==> src/rtl/sbc_pkg.sv <==
package sbc_pkg;

  localparam int BE_W  = 8;
  localparam int EVT_N = 7;

  // event bit positions on eventPulse
  localparam int EV_SHUTDOWN = 0;
  localparam int EV_INVAL    = 1;
  localparam int EV_WBINV    = 2;
  localparam int EV_STOPGNT  = 3;
  localparam int EV_HALT     = 4;
  localparam int EV_FLUSHACK = 5;
  localparam int EV_UNKNOWN  = 6;

  // raw active-low byte-enable codes
  localparam logic [BE_W-1:0] BE_SHUTDOWN = 8'hFE;
  localparam logic [BE_W-1:0] BE_INVAL    = 8'hFD;
  localparam logic [BE_W-1:0] BE_GNTHALT  = 8'hFB;
  localparam logic [BE_W-1:0] BE_WBINV    = 8'hF7;
  localparam logic [BE_W-1:0] BE_FLUSHACK = 8'hEF;
  localparam logic [BE_W-1:0] BE_TRACE    = 8'hDF;

  localparam int STOPGNT_ADDR = 16;

  typedef enum logic [1:0] {
    ST_IDLE  = 2'd0,
    ST_XFER1 = 2'd1,
    ST_XFER2 = 2'd2
  } seqState_e;

  typedef struct packed {
    logic takeSource;
    logic takeTarget;
  } dpStrobe_t;

endpackage

==> src/rtl/sbc_decode.sv <==
module sbc_decode
  import sbc_pkg::*;
#(
  parameter int ADDR_W = 29
) (
  input  logic [BE_W-1:0]   byteEnN,
  input  logic [ADDR_W-1:0] addrHi,
  output logic              decTrace,
  output logic [EVT_N-1:0]  decEvt
);

  localparam logic [ADDR_W-1:0] ADDR_ZERO = '0;
  localparam logic [ADDR_W-1:0] ADDR_GNT  = ADDR_W'(STOPGNT_ADDR);

  logic atZero;
  logic atGnt;

  assign atZero = (addrHi == ADDR_ZERO);
  assign atGnt  = (addrHi == ADDR_GNT);

  always_comb begin
    decEvt   = '0;
    decTrace = 1'b0;
    if (atZero && byteEnN == BE_SHUTDOWN)      decEvt[EV_SHUTDOWN] = 1'b1;
    else if (atZero && byteEnN == BE_INVAL)    decEvt[EV_INVAL]    = 1'b1;
    else if (atZero && byteEnN == BE_WBINV)    decEvt[EV_WBINV]    = 1'b1;
    else if (atGnt  && byteEnN == BE_GNTHALT)  decEvt[EV_STOPGNT]  = 1'b1;
    else if (atZero && byteEnN == BE_GNTHALT)  decEvt[EV_HALT]     = 1'b1;
    else if (atZero && byteEnN == BE_FLUSHACK) decEvt[EV_FLUSHACK] = 1'b1;
    else if (atZero && byteEnN == BE_TRACE)    decTrace            = 1'b1;
    else                                       decEvt[EV_UNKNOWN]  = 1'b1;
  end


  always_comb begin
    dec_onehot_chk: assert ($countones({decTrace, decEvt}) == 1);
  end

endmodule

==> src/rtl/sbc_ctrl.sv <==
module sbc_ctrl
  import sbc_pkg::*;
(
  input  logic             clk,
  input  logic             rst,
  input  logic             addrStrobe,
  input  logic             isData,
  input  logic             isMemory,
  input  logic             isWrite,
  input  logic             decTrace,
  input  logic [EVT_N-1:0] decEvt,
  output logic             readyOut,
  output logic [EVT_N-1:0] eventPulse,
  output dpStrobe_t        strb
);

  seqState_e state;
  logic      specialHit;

  assign specialHit = addrStrobe && !isData && !isMemory && isWrite;

  always_ff @(posedge clk) begin
    if (rst) begin
      state      <= ST_IDLE;
      readyOut   <= 1'b0;
      eventPulse <= '0;
    end else begin
      readyOut   <= 1'b0;
      eventPulse <= '0;
      unique case (state)
        ST_IDLE: begin
          if (specialHit) begin
            readyOut <= 1'b1;
            if (decTrace) state <= ST_XFER1;
            else          eventPulse <= decEvt;
          end
        end
        ST_XFER1: begin
          readyOut <= 1'b1;
          state    <= ST_XFER2;
        end
        ST_XFER2: state <= ST_IDLE;
        default:  state <= ST_IDLE;
      endcase
    end
  end

  always_comb begin
    strb.takeSource = (state == ST_XFER1);
    strb.takeTarget = (state == ST_XFER2);
  end


  onehot_pulse_chk: assert property (@(posedge clk) disable iff (rst)
    $onehot0(eventPulse));


  pulse_ready_chk: assert property (@(posedge clk) disable iff (rst)
    (|eventPulse) |-> readyOut);


  xfer_order_chk: assert property (@(posedge clk) disable iff (rst)
    strb.takeSource |=> strb.takeTarget);


  xfer_ready_chk: assert property (@(posedge clk) disable iff (rst)
    (strb.takeSource || strb.takeTarget) |-> readyOut);


  xfer_quiet_chk: assert property (@(posedge clk) disable iff (rst)
    (strb.takeSource || strb.takeTarget) |-> eventPulse == '0);

endmodule

==> src/rtl/sbc_datapath.sv <==
module sbc_datapath
  import sbc_pkg::*;
#(
  parameter int DATA_W = 32
) (
  input  logic              clk,
  input  logic              rst,
  input  dpStrobe_t         strb,
  input  logic [DATA_W-1:0] dataLo,
  output logic              traceValid,
  output logic [DATA_W-1:0] traceSource,
  output logic [DATA_W-1:0] traceTarget
);

  always_ff @(posedge clk) begin
    if (rst) begin
      traceValid  <= 1'b0;
      traceSource <= '0;
      traceTarget <= '0;
    end else begin
      traceValid <= strb.takeTarget;
      if (strb.takeSource) traceSource <= dataLo;
      if (strb.takeTarget) traceTarget <= dataLo;
    end
  end


  publish_chk: assert property (@(posedge clk) disable iff (rst)
    strb.takeTarget |=> traceValid && traceTarget == $past(dataLo));


  single_valid_chk: assert property (@(posedge clk) disable iff (rst)
    traceValid |=> !traceValid);


  reset_clear_chk: assert property (@(posedge clk)
    rst |=> !traceValid);

endmodule

==> src/rtl/special_cycle_decoder.sv <==
module special_cycle_decoder
  import sbc_pkg::*;
#(
  parameter int ADDR_W = 29,
  parameter int DATA_W = 32
) (
  input  logic              clk,
  input  logic              rst,
  input  logic              addrStrobe,
  input  logic              isData,
  input  logic              isMemory,
  input  logic              isWrite,
  input  logic [7:0]        byteEnN,
  input  logic [ADDR_W-1:0] addrHi,
  input  logic [DATA_W-1:0] dataLo,
  output logic              readyOut,
  output logic [6:0]        eventPulse,
  output logic              traceValid,
  output logic [DATA_W-1:0] traceSource,
  output logic [DATA_W-1:0] traceTarget
);

  logic             decTrace;
  logic [EVT_N-1:0] decEvt;
  dpStrobe_t        strb;

  sbc_decode #(.ADDR_W(ADDR_W)) u_decode (
    .byteEnN  (byteEnN),
    .addrHi   (addrHi),
    .decTrace (decTrace),
    .decEvt   (decEvt)
  );

  sbc_ctrl u_ctrl (
    .clk        (clk),
    .rst        (rst),
    .addrStrobe (addrStrobe),
    .isData     (isData),
    .isMemory   (isMemory),
    .isWrite    (isWrite),
    .decTrace   (decTrace),
    .decEvt     (decEvt),
    .readyOut   (readyOut),
    .eventPulse (eventPulse),
    .strb       (strb)
  );

  sbc_datapath #(.DATA_W(DATA_W)) u_dp (
    .clk         (clk),
    .rst         (rst),
    .strb        (strb),
    .dataLo      (dataLo),
    .traceValid  (traceValid),
    .traceSource (traceSource),
    .traceTarget (traceTarget)
  );

endmodule

==> config.mk <==
export PLATFORM = sky130hd
export DESIGN_NAME = special_cycle_decoder
export DESIGN_NICKNAME = d
export VERILOG_FILES = /design/src/rtl/sbc_pkg.sv /design/src/rtl/sbc_decode.sv /design/src/rtl/sbc_ctrl.sv /design/src/rtl/sbc_datapath.sv /design/src/rtl/special_cycle_decoder.sv
export SDC_FILE = /design/constraint.sdc
export NUM_CORES = 1
export LEC_CHECK = 0
export BUFFER_PORTS_ARGS = -buffer_cell sky130_fd_sc_hd__buf_4
export CORE_MARGIN = 2
export CORE_UTILIZATION = 40
export CTS_CLUSTER_DIAMETER = 150
export DETAILED_ROUTE_END_ITERATION = 8
export PLACE_DENSITY = 0.72
export SYNTH_ARGS = -nofsm -noshare
export SYNTH_HDL_FRONTEND = slang
export SYNTH_SLANG_ARGS = --single-unit
==> constraint.sdc <==
create_clock -name clk -period 2.8 [get_ports clk]
set_clock_uncertainty 0.1 [all_clocks]
set_input_delay 0.42 -clock clk [delete_from_list [all_inputs] [get_ports clk]]
set_output_delay 0.42 -clock clk [all_outputs]
set_load 0.02 [all_outputs]
== Yosys cells after proc, flatten, opt, wreduce, memory -nomap -nowiden ==
Cells that the tools add are included.
Storage, ports and cells
  flip-flop bits (word level): 75
  latch bits: 0
  bits in writable memories: 0
  memory bits (read-only): 0
  bits of input ports: 75
  logic and storage cells: 66
  memories kept: 0
Cells by class
  $add $sub $neg: 0
  multiply operators: 0
  div/mod/pow operators: 0
  magnitude comparators: 0
  equality and inequality tests: 11
  shift-type cells: 0
  mux-type cells: 19
  bitwise logic cells: 2
  reduce and logical (&&, ||, !) cells: 22
Operator list (count)
  $eq 8x8->1 const B: 6
  $eq 29x5->1 const B: 1
  $logic_not 29->1: 1
  $mux 1: 15
  $logic_and 1x1->1: 10
  $reduce_or 10->1: 1
  $reduce_or 9->1: 1
  $reduce_or 8->1: 1
  $reduce_or 7->1: 1
  $reduce_or 6->1: 1
  $reduce_or 5->1: 1
  $mux 2: 2
  $pmux 2 s2: 1
  $reduce_or 4->1: 1
  $eq 2x1->1 const B: 1
  $eq 2x2->1 const B: 1
  $logic_not 1->1: 2
  $logic_not 2->1: 1
  $ne 2x1->1 const B: 1
  $ne 2x2->1 const B: 1
  $not 1->1: 2
  $pmux 1 s2: 1
  $reduce_and 2->1: 1

== Logic depth before layout (Yosys ltp) ==
Gate-level depths: netlist (run 1).
  word-level depth: 12
  gate-level depth with buffers: 5
  gate-level depth less buffers: 4

== Cells and area by module ==
From an unflattened synthesis (run 1), not the netlist that was laid out.
Unflattened totals
  cell total of the unflattened synthesis: 279
  area, all modules: 2932.8 µm²
By module, submodules not included
  sbc_datapath: times used 1, cells an instance 209, area an instance 2349.8 µm²
  sbc_ctrl: times used 1, cells an instance 35, area an instance 376.6 µm²
  sbc_decode: times used 1, cells an instance 35, area an instance 206.4 µm²

== Worst setup path before layout (run 1) ==
No wires, ideal clock.
  path type: input to register
  from: input addrHi[13]
  to: register u_ctrl.eventPulse[0]
  data arrival time: 1.587 ns
  required time: 2.612 ns
  setup slack: 1.025 ns
  stages: 4
  cell sequence: nor4_1 -> nand4_1 -> or4_1 -> nor4_2
On the way
  word-level cells in the longest chain between the ends: 10
RTL lines
  start, declared: RTL line special_cycle_decoder.sv:14  | input logic [ADDR_W-1:0] addrHi,
  $logic_not 29->1: RTL line sbc_decode.sv:18  | assign atZero = (addrHi == ADDR_ZERO);
  $logic_and 1x1->1: RTL line sbc_decode.sv:30  | else if (atZero && byteEnN == BE_TRACE) decTrace = 1'b1;
  $mux 1: RTL line sbc_decode.sv:30
  $mux 1: RTL line sbc_decode.sv:29  | else if (atZero && byteEnN == BE_FLUSHACK) decEvt[EV_FLUSHACK] = 1'b1;
  $mux 1: RTL line sbc_decode.sv:28  | else if (atZero && byteEnN == BE_GNTHALT) decEvt[EV_HALT] = 1'b1;
  $mux 1: RTL line sbc_decode.sv:27  | else if (atGnt && byteEnN == BE_GNTHALT) decEvt[EV_STOPGNT] = 1'b1;
  $mux 1: RTL line sbc_decode.sv:26  | else if (atZero && byteEnN == BE_WBINV) decEvt[EV_WBINV] = 1'b1;
  $mux 1: RTL line sbc_decode.sv:25  | else if (atZero && byteEnN == BE_INVAL) decEvt[EV_INVAL] = 1'b1;
  $mux 1: RTL line sbc_decode.sv:24  | if (atZero && byteEnN == BE_SHUTDOWN) decEvt[EV_SHUTDOWN] = 1'b1;
  $reduce_or 4->1 (no source line)
  end signal, assigned: RTL line sbc_ctrl.sv:35  | else eventPulse <= decEvt;
  end, declared: RTL line sbc_ctrl.sv:13  | output logic [EVT_N-1:0] eventPulse,
Several ways; a longest one is shown, not always the timed one.
A chain may end at the register's enable or synchronous reset.

== Worst setup path in the final report (run 1) ==
  from: input rst
  to: register u_ctrl.eventPulse[1]
On the way
  word-level cells in the longest chain between the ends: 1
RTL lines
  start, declared: RTL line special_cycle_decoder.sv:8  | input logic rst,
  $reduce_or 5->1 (no source line)
Every way passes these cells.

==> results.md, run 1 <==
* Die outline area at between 7000 and 8000 sq um
* TritonCTS Buffers at 9
* Number of buffers inserted by port buffering at between 100 and 150
* Core Rows at 29
* Critical path peak fanout at just under 70
* Post-synthesis sequential area ratio at 55.5%
* Net count, final at around 550
* Total track usage at about a fifth
* Post-synthesis average cell area at 7.98 sq um
* Worst Path Arrival at 1980 ps
* Initial cell density of the core at 41.9%
* Area delta synth->final at 49.6%
* Wl on met1 at roughly 2900 microns
* Startpoint of the worst hold path: addrHi[4]
* Clock latency on the worst-skew pair at between 300 and 400 ps
* Placeable core region at between 6000 and 7000 sq um
* Starting DRT DRC Count at 93
* Count of different cell masters after synthesis at 27
* Number of remaining DRC errors at 0
* Hold WC Path Type: primary input to flip-flop
* Yosys Warn Count at 0
* Post-synthesis instance total at ~340
* Worst slew slack as a fraction of its limit at about 55%
* Critical-path top delay cell: sky130_fd_sc_hd__nor4bb_1
* Final Hold Violating Endpoints at 0
* Maximum number of pins on one net before global-route repair at between 60 and 70
* Final wirelength at between 7000 and 8000 microns
* Required arrival time at the worst endpoint at between 2000 and 3000 ps
* Fraction of the core area covered by cells at the end of the flow at between 60 and 70%
* Remaining Overflow, GRT at 0
* Number of I/O pins at about 150
* Half-perimeter wire length after placement at ~5300 microns
* Fin crit share at between 60% and 70%
* Top routing layer in use: met4
* Gates resized, CTS repair at 0
* Met3 wire length at 508 microns
* Number of global-route vias before repair at approximately 2,500
* Global placer's final weighted congestion at a little over 0.8
* Hold-fix buffers at CTS at 0
* Critical path launch point type: primary input
* Setup CP Type: primary input to flip-flop
* Smallest hold slack at 163 ps
* Max capacitance violation total at 0
* #FFs+latches synth at 75
* Die H at around 86 microns
* RSZ-0062 raised after global routing: false
* Number of antenna repair diodes at 0
* # Post-CTS Setup Buffers at 0
* Clock root buffer: sky130_fd_sc_hd__clkbuf_8
* Wire length of the first global-routing pass at around 12,000 microns
* Pre-Repair DR Iteration Count at 4
* Routed length on met2 at a little under 4000 microns
* Highest ir drop seen on vdd at roughly 0.33 mV
* Leak pwr at between 0.0015 and 0.002 uW
* Fraction of layout instances using a drive strength above 1 at a little over a third
* Cell area after technology mapping at 2710 sq um
* Crit path max-delay family: simple AND/OR/NAND/NOR gates
* Clock sink count at 75
* Worst Setup SP: rst
* Number of H-tree levels at 3
* Die outline width at 86.3 microns
* Number of buffers between clock root and the deepest sink at 2
* Mean routed wirelength per cell at 13.3 microns
* R2r startpoint: u_ctrl.state[1]
* Cell Chain, Critical Path: buf_4 -> nor4bb_1 -> nand2_1 -> nor4_1 -> nor4b_1
* Run status: completed
* Crit path buf inv count at 1
* Setup violators final at 0
* Final Max Slew Viols at 0
* Detail Route Antenna Nets at 0
* Tightest Pin Transition at roughly 680 ps
* Max stage delay on crit path at 460 ps
* Clock tree from TritonCTS: built
* Synthesized netlist net count at slightly above 400
* Clock transition at the registers of the reported paths at approximately 70 ps
* Number of antenna violations at the first check in global routing at 0
* Mean number of vias per cell at 4.97
* Via Count at roughly 2,800
* Critical Path Sink Type: flip-flop
* Cell Pwr Density at 493 nW/um^2
* Minimum clock period after layout at approximately 1800 ps
* Maximum clock frequency at 0.542 GHz
* Post-route setup TNS at 0 ps
[power breakdown]
group | internal, uW | switching, uW | total (uW)
clock network | 413 | 396 | 810
registers | 1070 | 0.130 | 1070
logic | 73.0 | 47.3 | 120
[cell usage after synthesis (all sizes together)]
cell type    n  area [sq um]
a2111o       1          11.3
a21oi       66           330
and2         1          6.26
and3         1          6.26
and3b        2          17.5
and4         1          8.76
clkbuf      23          86.3
dfxtp       75          1500
inv          2          7.51
nand2      131           492
nand2b       3          18.8
nand3        2          10.0
nand3b       1          7.51
nand4        2          12.5
nor2         5          18.8
nor2b        3          18.8
nor3         1          5.00
nor4        11          81.3
nor4b        1          8.76
nor4bb       1          10.0
o211ai       1          7.51
o21ai        1          5.00
or4          1          7.51
or4b         1          10.0
xnor2        1          8.76
xor2         1          8.76
[state kept, by name, indices dropped and copies added (netlist names)]
signal             count
u_dp.traceValid        1
u_ctrl.state           2
u_dp.traceTarget      32
u_dp.traceSource      32
u_ctrl.readyOut        1
u_ctrl.eventPulse      7
[area by class of cell]
| class | count | area, sq um |
|---|---|---|
| Fill cell | 597 | 2410 |
| Sequential cell | 75 | 1500 |
| Timing Repair Buffer | 151 | 1130 |
| Multi-Input combinational cell | 239 | 1120 |
| Clock buffer | 10 | 128 |
| Tap cell | 77 | 96.3 |
| Clock inverter | 6 | 65.1 |
| Inverter | 2 | 7.51 |
[kinds of logic (layout without fill, tap and decap cells)]
logic type	count (synthesis)	after routing	synth area share, %
AND/OR/NAND/NOR	168	168	27.3
flip-flops	75	75	55.5
AO/OA/AOI/OAI	69	69	13.1
buffers and inverters	25	169	3.47
XOR/XNOR	2	2	0.647
[layer usage]
layer,vias up,track usage [%]
met5,-,0
met2,96,35.4
met4,0,8.24
met3,13,5.43
li1,1396,-
met1,1278,22.8
[final timing paths]
path	to	slack, ps	depth (start not counted)
setup / recovery	u_ctrl.eventPulse[1]	960	5
hold reg to reg	u_dp.traceTarget[26]	360	2
setup reg to reg	u_dp.traceSource[0]	1170	4
hold / removal	u_ctrl.eventPulse[4]	160	2
[placed cells by master (no fill, tap or decap), types with 2 or more instances in the layout]
cell type,count
sky130_fd_sc_hd__nor2_1,5
sky130_fd_sc_hd__nand4_1,2
sky130_fd_sc_hd__nand2b_1,3
sky130_fd_sc_hd__inv_1,2
sky130_fd_sc_hd__nor2b_2,2
sky130_fd_sc_hd__clkinv_2,2
sky130_fd_sc_hd__nor4_2,2
sky130_fd_sc_hd__nor4_1,9
sky130_fd_sc_hd__buf_4,151
sky130_fd_sc_hd__clkbuf_8,9
sky130_fd_sc_hd__dfxtp_1,75
sky130_fd_sc_hd__a21oi_1,66
sky130_fd_sc_hd__nand2_1,131
sky130_fd_sc_hd__nand3_1,2
sky130_fd_sc_hd__and3b_1,2
[through the flow]
step	power (uW)	setup WS, ps	cells	instance area, sq um
finish	2000	956	560	4050
global route	2080	836	560	4050
CTS	2020	997	560	4050
detailed placement	1210	642	544	3850
global placement	1210	755	544	3850
floorplan	1120	1030	339	2710
(Power assumes the default switching activity.)
==> inputs of run 2 (changes only) <==
--- a/config.mk
+++ b/config.mk
@@ -5,12 +5,13 @@
 export SDC_FILE = /design/constraint.sdc
 export NUM_CORES = 1
 export LEC_CHECK = 0
+export ABC_AREA = 1
 export BUFFER_PORTS_ARGS = -buffer_cell sky130_fd_sc_hd__buf_4
 export CORE_MARGIN = 2
 export CORE_UTILIZATION = 40
 export CTS_CLUSTER_DIAMETER = 150
 export DETAILED_ROUTE_END_ITERATION = 8
-export PLACE_DENSITY = 0.72
+export PLACE_DENSITY = 0.74
 export SYNTH_ARGS = -nofsm -noshare
 export SYNTH_HDL_FRONTEND = slang
 export SYNTH_SLANG_ARGS = --single-unit
==> constraint.sdc (replaced) <==
create_clock -name clk -period 1.5 [get_ports clk]
set_clock_uncertainty 0.1 [all_clocks]
set_input_delay 0.225 -clock clk [delete_from_list [all_inputs] [get_ports clk]]
set_output_delay 0.225 -clock clk [all_outputs]
set_load 0.02 [all_outputs]
==> run 2 against run 1 <==
  * Sequential share of layout area down 2.0 points
  * Wire length up 2.8%
  * Cell count up 12%
  * Synthesized cell count up 12%
  * Hold slack worse by 150 ps
==> results.md, run 2 <==
* #FFs+latches synth at 75
* Initial cell density of the core at 41.6%
* Hold WC Path Type: primary input to flip-flop
* Critical Path Sink Type: flip-flop
* Die H at just under 90 microns
* Number of H-tree levels at 3
* Tightest Pin Transition at between 600 and 700 ps
* Number of antenna violations at the first check in global routing at 0
* Final Hold Violating Endpoints at 0
* Mean routed wirelength per cell at between 10 and 15 microns
* # fillers at between 600 and 700
* Synthesized netlist net count at around 460
* Critical path launch point type: primary input
* Required arrival time at the worst endpoint at between 1500 and 2000 ps
* Maximum clock frequency at 0.719 GHz
* Wire length of the first global-routing pass at about 12,000 microns
* Fraction of layout instances using a drive strength above 1 at about a third
* Via Count at 2,899
* Number of I/O pins at roughly 150
* Remaining Overflow, GRT at 0
* Starting DRT DRC Count at ~150
* Area delta synth->final at 50.6%
* Die outline width at roughly 88 microns
* Final standard cell count with taps included and fillers excluded at 629
* RSZ-0062 raised after global routing: true
* Clock root buffer: sky130_fd_sc_hd__clkbuf_8
* Highest ir drop seen on vdd at 0.477 mV
* Placeable core region at 6830 sq um
* Global placer's final weighted congestion at ~0.76
* Maximum number of pins on one net before global-route repair at 51
* Cell Pwr Density at around 900 nW/um^2
* Placed cells at between 600 and 700
* Highest-count cells in the layout ignoring fill and taps: sky130_fd_sc_hd__nor2_1, sky130_fd_sc_hd__buf_4, sky130_fd_sc_hd__dfxtp_1
* Post-synthesis instance total at approximately 380
* Area share of the largest cell type after synthesis at a little over half
* Die outline area at 7800 sq um
* Sum of internal, switching and leakage power at between 3000 and 4000 uW
* Leading post-synthesis cells by cell area: sky130_fd_sc_hd__dfxtp_1, sky130_fd_sc_hd__nor2_1, sky130_fd_sc_hd__o21ai_0
* Minimum clock period after layout at 1390 ps
* Mean number of vias per cell at about 4.6
* # Post-CTS Setup Buffers at 0
* Worst Path Arrival at 1570 ps
* Number of remaining DRC errors at 0
* Clock transition at the registers of the reported paths at approximately 80 ps
* Library cell with the highest instance count after synthesis: sky130_fd_sc_hd__nor2_1
* Clock latency on the worst-skew pair at approximately 330 ps
* Critical path peak fanout at 50
* Post-synthesis average cell area at approximately 7.5 sq um
* Area occupied by multi-input gates at about 1200 sq um
* Leak pwr at 0.00219 uW
* Number of buffers between clock root and the deepest sink at 2
* Clock sink count at 75
* Number of global-route vias before repair at approximately 2,700
* Net count, final at ~600
* Final wirelength at ~7700 microns
* Post-synth top flop: sky130_fd_sc_hd__dfxtp_1
* Cell area after technology mapping at roughly 2800 sq um
* Final Max Slew Viols at 0
* Post-synthesis sequential area ratio at 52.8%
* Synth top cells by count: sky130_fd_sc_hd__nor2_1, sky130_fd_sc_hd__dfxtp_1, sky130_fd_sc_hd__o21ai_0, sky130_fd_sc_hd__nand2_1, sky130_fd_sc_hd__inv_1
* Setup violators final at 0
* Number of buffers inserted by port buffering at between 100 and 150
* Detail Route Antenna Nets at 0
* Pre-Repair DR Iteration Count at 5
* Half-perimeter wire length after placement at ~5400 microns
* Total track usage at around a fifth
* Run status: completed
* Clock tree from TritonCTS: built
* Count of different cell masters after synthesis at 20
* Storage cell area at roughly 1500 sq um
* Number of enable flip-flop cells after synthesis at 0
* Yosys top cell by area: sky130_fd_sc_hd__dfxtp_1
* Setup CP Type: primary input to flip-flop
* Fin crit share at 92.7%
* Worst slew slack as a fraction of its limit at between 50% and 60%
* Fraction of registers with async set or reset after synthesis at 0%
* TritonCTS Buffers at 9
* Number of antenna repair diodes at 0
* Pre-CTS worst setup slack at 44.6 ps
* Core Rows at 30
* Yosys Warn Count at 0
* Post-route setup slack at about 110 ps
* Max capacitance violation total at 0
* Most common cell after layout, fill and taps aside: sky130_fd_sc_hd__nor2_1
* Largest registers: u_dp.traceSource x32, u_dp.traceTarget x32, u_ctrl.eventPulse x7
==> run 2: changes by cell type in the layout (fill, tap and decap cells not counted), moves of 4 or more <==
cell | before | now
sky130_fd_sc_hd__nand2_1 | 131 | 19
sky130_fd_sc_hd__nand3_1 | 2 | 6
sky130_fd_sc_hd__o21ai_0 | 1 | 64
sky130_fd_sc_hd__nor2_1 | 5 | 160
sky130_fd_sc_hd__a21oi_1 | 66 | 1
sky130_fd_sc_hd__nor2_2 | 0 | 6
sky130_fd_sc_hd__nor4_1 | 9 | 0
sky130_fd_sc_hd__inv_1 | 2 | 13
==> run 2: metrics by stage <==
step	hold WS, ps	setup TNS (ps)	cell area [sq um]	util [%]
floorplan	194	0	2840	-
global placement	355	0	4070	59.5
detailed placement	350	0	4070	59.5
CTS	2.85	0	4280	62.6
global route	9.91	-3.01	4280	62.7
finish	15.3	0	4280	62.7
==> run 2: per-layer routing <==
metal | wire (microns) | track usage [%] | vias to the layer above
met2 | 3720 | 32.8 | 98
met3 | 528 | 5.22 | 9
met1 | 3310 | 25.2 | 1294
met4 | 113 | 7.16 | 0
met5 | 0 | 0 | -
li1 | - | - | 1498
==> run 2: kinds of logic after synthesis <==
kind of cell / count (synthesis) / synth area share [%]
AND/OR/NAND/NOR: 207 / 30.8
AO/OA/AOI/OAI: 66 / 11.8
flip-flops: 75 / 52.8
buffers and inverters: 33 / 4.62
==> run 2: what timing repair did <==
action | CTS | global route
endpoints found under the hold margin | 3 | 0
setup endpoints to repair | 0 | 11
resized for setup | 0 | 2
hold buffers | 1 | 0
==> run 2: final timing paths <==
path	endpoint	cells after the start	slack, ps	startpoint
worst min-delay path	u_dp.traceSource[2]	3	20	dataLo[2]
worst min register to register	u_dp.traceTarget[11]	2	420	u_dp.traceTarget[11]
worst max-delay path	u_dp.traceTarget[5]	6	110	rst
worst max register to register	u_ctrl.readyOut	4	180	u_ctrl.state[0]
==> run 2: report_power, final <==
part           switching, uW  internal [uW]
Combinational           91.3            147
Clock                    732            813
Sequential             0.268           1990
==> run 2: final cells by class <==
class	instances	share of cell area (%)
multi-input combinational	273	28.4
clock inverter	6	1.49
tap	96	2.81
clock buffer	10	3.21
sequential	75	35.1
timing repair buffer	154	27.6
inverter	15	1.34
==> run 2: worst max-delay path, cell delays in order <==
cell                            delay (ps)
sky130_fd_sc_hd__dlygate4sd3_1         530
sky130_fd_sc_hd__buf_4                 160
sky130_fd_sc_hd__clkinv_2              160
sky130_fd_sc_hd__buf_12                240
sky130_fd_sc_hd__o21ai_0               120
sky130_fd_sc_hd__nor2_1                110
